===== src/rtl/mwgpio_pkg.sv =====
package mwgpio_pkg;
  localparam int ADDR_W = 3;

  typedef enum logic [ADDR_W-1:0] {
    RA_CTRL = 3'd0,
    RA_DIR  = 3'd1,
    RA_OUT  = 3'd2,
    RA_PIN  = 3'd3,
    RA_IEN  = 3'd4
  } reg_addr_e;

  // control bit positions and power-on value (reset held, clock gated)
  localparam int CTRL_EN_BIT  = 0;
  localparam int CTRL_RST_BIT = 1;
  localparam logic [1:0] CTRL_POR = 2'b10;
endpackage


===== src/rtl/mwgpio_ctrl.sv =====
module mwgpio_ctrl
  import mwgpio_pkg::*;
(
  input  logic              clk,
  input  logic              rst,
  input  logic              wr_en,
  input  logic [ADDR_W-1:0] addr,
  input  logic [1:0]        wdata,
  output logic [1:0]        ctrl_q,
  output logic              clk_en,
  output logic              blk_rst
);
  logic ctrl_hit;
  assign ctrl_hit = wr_en && (addr == RA_CTRL);

  always_ff @(posedge clk) begin
    if (rst)           ctrl_q <= CTRL_POR;
    else if (ctrl_hit) ctrl_q <= wdata;
  end

  assign clk_en  = ctrl_q[CTRL_EN_BIT];
  assign blk_rst = ctrl_q[CTRL_RST_BIT];

  // power-on value is reset held, clock off
  a_r1_por_value: assert property (@(posedge clk) rst |=> ctrl_q == CTRL_POR);
  // control register moves only on its own write
  a_r2_ctrl_quiet: assert property (@(posedge clk) disable iff (rst)
    !ctrl_hit |=> $stable(ctrl_q));
endmodule


===== src/rtl/mwgpio_regs.sv =====
module mwgpio_regs
  import mwgpio_pkg::*;
#(
  parameter int NUM_PINS = 16,
  parameter int IEN_W    = 8
) (
  input  logic                  clk,
  input  logic                  rst,
  input  logic                  blk_rst,
  input  logic                  wr_en,
  input  logic [ADDR_W-1:0]     addr,
  input  logic [2*NUM_PINS-1:0] wdata,
  output logic [NUM_PINS-1:0]   dir_q,
  output logic [NUM_PINS-1:0]   out_q,
  output logic [IEN_W-1:0]      ien_q
);
  logic [NUM_PINS-1:0] wmask, wlevel;
  assign wmask  = wdata[2*NUM_PINS-1:NUM_PINS];
  assign wlevel = wdata[NUM_PINS-1:0];

  always_ff @(posedge clk) begin
    if (rst || blk_rst) begin
      dir_q <= '0;
      out_q <= '0;
      ien_q <= '0;
    end else if (wr_en) begin
      case (addr)
        RA_DIR:  dir_q <= wlevel;
        RA_OUT:  out_q <= (out_q & ~wmask) | (wlevel & wmask);
        RA_IEN:  ien_q <= wlevel[IEN_W-1:0];
        default: ;
      endcase
    end
  end

  // reset bit clears and holds the working registers
  a_r3_hold_zero: assert property (@(posedge clk) disable iff (rst)
    blk_rst |=> (dir_q == '0 && out_q == '0 && ien_q == '0));
  // bits outside the write mask keep their level
  a_r5_keep_unmasked: assert property (@(posedge clk) disable iff (rst)
    (wr_en && !blk_rst && addr == RA_OUT) |=>
      (((out_q ^ $past(out_q)) & ~$past(wmask)) == '0));
  // direction changes only through its own write
  a_r4_dir_quiet: assert property (@(posedge clk) disable iff (rst)
    (!blk_rst && !(wr_en && addr == RA_DIR)) |=> $stable(dir_q));
endmodule


===== src/rtl/mwgpio_sync.sv =====
module mwgpio_sync #(
  parameter int NUM_PINS = 16,
  parameter int STAGES   = 2
) (
  input  logic                clk,
  input  logic                rst,
  input  logic                en,
  input  logic [NUM_PINS-1:0] pin_i,
  output logic [NUM_PINS-1:0] pin_o
);
  logic [NUM_PINS-1:0] stg_q [STAGES];

  always_ff @(posedge clk) begin
    if (rst) begin
      for (int i = 0; i < STAGES; i++) stg_q[i] <= '0;
    end else if (en) begin
      stg_q[0] <= pin_i;
      for (int i = 1; i < STAGES; i++) stg_q[i] <= stg_q[i-1];
    end
  end

  assign pin_o = stg_q[STAGES-1];

  // gated clock freezes the sampled levels
  a_r9_freeze: assert property (@(posedge clk) disable iff (rst)
    !en |=> $stable(pin_o));
endmodule


===== src/rtl/mwgpio_irq.sv =====
module mwgpio_irq #(
  parameter int GRP_W = 8
) (
  input  logic             clk,
  input  logic             rst,
  input  logic             clk_en,
  input  logic [GRP_W-1:0] grp_lvl,
  input  logic [GRP_W-1:0] grp_en,
  output logic             irq_q
);
  logic [GRP_W-1:0] gated;
  assign gated = grp_lvl & grp_en;

  always_ff @(posedge clk) begin
    if (rst) irq_q <= 1'b0;
    else     irq_q <= clk_en && (|gated);
  end

  // no request while the clock is gated
  a_r9_irq_off: assert property (@(posedge clk) disable iff (rst)
    !clk_en |=> !irq_q);
  // with every enable clear no request appears
  a_r8_no_source: assert property (@(posedge clk) disable iff (rst)
    (grp_en == '0) |=> !irq_q);
endmodule


===== src/rtl/mwgpio_top.sv =====
module mwgpio_top
  import mwgpio_pkg::*;
#(
  parameter int NUM_PINS    = 16,
  parameter int IRQ_LO      = 8,
  parameter int SYNC_STAGES = 2,
  parameter int DATA_W      = 2 * NUM_PINS
) (
  input  logic                clk,
  input  logic                rst,
  input  logic                bus_wr,
  input  logic [ADDR_W-1:0]   bus_addr,
  input  logic [DATA_W-1:0]   bus_wdata,
  output logic [DATA_W-1:0]   bus_rdata,
  input  logic [NUM_PINS-1:0] pad_in,
  output logic [NUM_PINS-1:0] pad_out,
  output logic [NUM_PINS-1:0] pad_oe,
  output logic                irq_shared
);
  localparam int GRP_W = NUM_PINS - IRQ_LO;

  logic [1:0]          ctrl_q;
  logic                clk_en, blk_rst;
  logic [NUM_PINS-1:0] dir_q, out_q, pin_s;
  logic [GRP_W-1:0]    ien_q;

  mwgpio_ctrl u_ctrl (
    .clk(clk), .rst(rst), .wr_en(bus_wr), .addr(bus_addr),
    .wdata(bus_wdata[1:0]), .ctrl_q(ctrl_q), .clk_en(clk_en), .blk_rst(blk_rst)
  );

  mwgpio_regs #(.NUM_PINS(NUM_PINS), .IEN_W(GRP_W)) u_regs (
    .clk(clk), .rst(rst), .blk_rst(blk_rst), .wr_en(bus_wr), .addr(bus_addr),
    .wdata(bus_wdata[2*NUM_PINS-1:0]), .dir_q(dir_q), .out_q(out_q), .ien_q(ien_q)
  );

  mwgpio_sync #(.NUM_PINS(NUM_PINS), .STAGES(SYNC_STAGES)) u_sync (
    .clk(clk), .rst(rst), .en(clk_en), .pin_i(pad_in), .pin_o(pin_s)
  );

  mwgpio_irq #(.GRP_W(GRP_W)) u_irq (
    .clk(clk), .rst(rst), .clk_en(clk_en), .grp_lvl(pin_s[NUM_PINS-1:IRQ_LO]),
    .grp_en(ien_q), .irq_q(irq_shared)
  );

  always_ff @(posedge clk) begin
    if (rst) bus_rdata <= '0;
    else begin
      case (bus_addr)
        RA_CTRL: bus_rdata <= DATA_W'(ctrl_q);
        RA_DIR:  bus_rdata <= DATA_W'(dir_q);
        RA_OUT:  bus_rdata <= DATA_W'(out_q);
        RA_PIN:  bus_rdata <= DATA_W'(pin_s);
        RA_IEN:  bus_rdata <= DATA_W'(ien_q);
        default: bus_rdata <= '0;
      endcase
    end
  end

  assign pad_out = out_q;
  assign pad_oe  = dir_q;

  // unused addresses read as zero
  a_r10_hole_zero: assert property (@(posedge clk) disable iff (rst)
    (bus_addr > RA_IEN) |=> bus_rdata == '0);
endmodule


===== config.mk =====
export PLATFORM = sky130hd
export DESIGN_NAME = mwgpio_top
export DESIGN_NICKNAME = d
export VERILOG_FILES = /design/src/rtl/mwgpio_pkg.sv /design/src/rtl/mwgpio_ctrl.sv /design/src/rtl/mwgpio_regs.sv /design/src/rtl/mwgpio_sync.sv /design/src/rtl/mwgpio_irq.sv /design/src/rtl/mwgpio_top.sv
export SDC_FILE = /design/constraint.sdc
export NUM_CORES = 1
export LEC_CHECK = 0
export BUFFER_PORTS_ARGS = -buffer_cell sky130_fd_sc_hd__buf_2
export CORE_UTILIZATION = 51
export CTS_CLUSTER_DIAMETER = 80
export DETAILED_ROUTE_END_ITERATION = 8
export PLACE_DENSITY = 0.79
export SETUP_SLACK_MARGIN = 0.3
export SLEW_MARGIN = 25
export SYNTH_ARGS = -nofsm -noshare
export SYNTH_HDL_FRONTEND = slang
export SYNTH_SLANG_ARGS = --single-unit

===== constraint.sdc =====
create_clock -name clk -period 1.9 [get_ports clk]
set_clock_uncertainty 0.15 [all_clocks]
set_input_delay 0.57 -clock clk [delete_from_list [all_inputs] [get_ports clk]]
set_output_delay 0.57 -clock clk [all_outputs]
set_load 0.03 [all_outputs]

==> run metrics <==
Final period util 84.0%; Rel. slew slack 52.3%; H-tree lvl count 3; Post-Layout Cell Count 599; Die Ht 89.1 um; most numerous cell in the Yosys netlist dfxtp_1; Final setup viols 0; global placement routability congestion 0.860; RSZ-0062 raised after global routing true; Vias per Instance 5.27; pwr/cell area 713 mW/mm^2; synthesized instance count 378; number of synthesized flops with an enable pin 32; Core Footprint 0.00729 mm^2; cts hold-fix bufs 0; Total GRT Usage 23.4%; worst-margin pin slew 0.716 ns; Worst EP arrival 0.88 ns; maximum clock path buffer count 2; slowest CP cell dfxtp_2; Vias 3156; HP Class in -> reg; Yosys reg bits 91; grt ovf 0; initial antenna violation count 0; Synth area leaders dfxtp_1 (31%), edfxtp_1 (25%), and2_1 (5.2%); WP data required 1.18 ns; Fin. Hold Viols 0; Worst setup SP type flip-flop; post-synth top area share 30.6%; remaining routing DRC violations 0; Max stage delay on crit path 0.38 ns; Clock Latency Late Sink 0.36 ns; total wire length 9400 um; clk sinks 91; Post-Route Setup TNS 0 ns; Ant. Diodes 0; WHS 0.295 ns; final design utilization 69.6%; CP Capture Type output port; detailed placer's ending HPWL 6330 um; Post-Place Cells 572; Syn-to-layout area delta 31.3%; minimum clock period after layout 1.60 ns; fin nets 549; most common library cells after synthesis dfxtp_1 (59), a21oi_1 (38), nand2_1 (34), and2_1 (32), edfxtp_1 (32); starting DRC count in detailed routing 192; ys flop type dfxtp_1; Max Cap Viol 0; syn avg cell area 10.2 um^2; crit-path cells buf_6; worst IR drop on VDD 0.000385 V; CP top delay family flip-flops; P_leak 0.00206 uW; Cell Area, Synth 0.00387 mm^2; register area share after synthesis 55.4%; critical-path maximum fanout 3; clock buffer count from CTS 9; Yosys cell types 38; largest net degree at the start of global routing 34; # rows 31; Setup CP Type reg -> out; first-pass GRT wire length 13800 um; drt pass-1 iters 4; ys async rst share 0%; worst path bufs/invs 1; clock slew seen by the registers of the worst setup and hold paths 0.10 ns; # port buffers 102; share of cells above drive strength 1 38.4%; die area 0.00793 mm^2; final slew viol count 0; Ports 119; status finished, final reports clean; Die Width 89.1 um; Fmax achieved 626 MHz; DRT antenna net count 0; initial core utilization 53.0%; per-cell routed wire length 15.7 um; number of global-route vias before repair 2910; area leader, netlist dfxtp_1; Final Instance Area 0.00508 mm^2; CTS tree done; cell area after placement 0.00449 mm^2; Synth warnings 0; root buffer cell clkbuf_8
==> through the flow <==
stage | setup slack [ns] | total power, uW
2_1_floorplan | 0.320 | 2290
3_3_place_gp | 0.0749 | 2380
3_5_place_dp | 0.0247 | 2390
4_1_cts | 0.269 | 3640
5_1_grt | 0.279 | 3750
6_report | 0.303 | 3620
==> placed cells by master (no fill, tap or decap), types with 17 or more instances in the layout <==
master,count
buf_4,33
buf_2,55
edfxtp_1,32
nor2_1,17
nand2_1,34
inv_1,18
buf_6,38
nand3_1,17
dfxtp_1,26
a21oi_1,38
dfxtp_2,31
and2_1,32
==> worst paths after layout <==
kind / start / to / slack (ns) / depth (start not counted)
worst max-delay path: u_regs.dir_q[10]$_SDFFE_PP0P_ / pad_oe[10] / 0.30 / 1
worst min-delay path: bus_wdata[10] / u_regs.dir_q[10]$_SDFFE_PP0P_ / 0.30 / 3
worst max register to register: u_ctrl.ctrl_q[0]$_SDFFE_PP0P_ / u_sync.stg_q[0][30]$_SDFFCE_PN0P_ / 0.41 / 1
worst min register to register: u_regs.dir_q[6]$_SDFFE_PP0P_ / u_regs.dir_q[6]$_SDFFE_PP0P_ / 0.33 / 2
==> what timing repair did <==
action	in CTS	in global routing
resized for setup	97	29
buffers inserted	2	9
pin swaps	0	0
endpoints found under the setup margin	40	34
==> layout make-up <==
cell class	count	area (um^2)
fillers	552	2210
flip-flops and latches	91	2190
multi-input cells	245	1480
repair buffers	130	1020
clock buffers	12	166
well taps	99	124
inverters	18	67.6
clock inverters	4	28.8
==> cell families after synthesis <==
| group | count (synthesis) | share of synthesized area, % |
|---|---|---|
| AO/OA/AOI/OAI | 84 | 13.0 |
| flip-flops | 91 | 55.4 |
| multiplexers | 22 | 6.12 |
| buffers and inverters | 57 | 7.99 |
| AND/OR/NAND/NOR | 123 | 17.4 |
| other | 1 | 0.0970 |
==> layer usage <==
layer	routed length, um	part of all wire [%]	up-vias	track usage [%]
met5	0	0	-	0
met1	4010	43	1483	28.9
met3	581	6.2	21	4.99
met4	223	2.4	0	11.0
met2	4600	49	137	39.5
li1	-	-	1515	-
==> power breakdown <==
| group | leakage [uW] | internal [uW] | switching (uW) |
|---|---|---|---|
| Combinational | 0.00113 | 107 | 186 |
| Sequential | 0.000825 | 2040 | 16.3 |
| Clock | 0.000102 | 598 | 671 |
(Power assumes the default switching activity.)
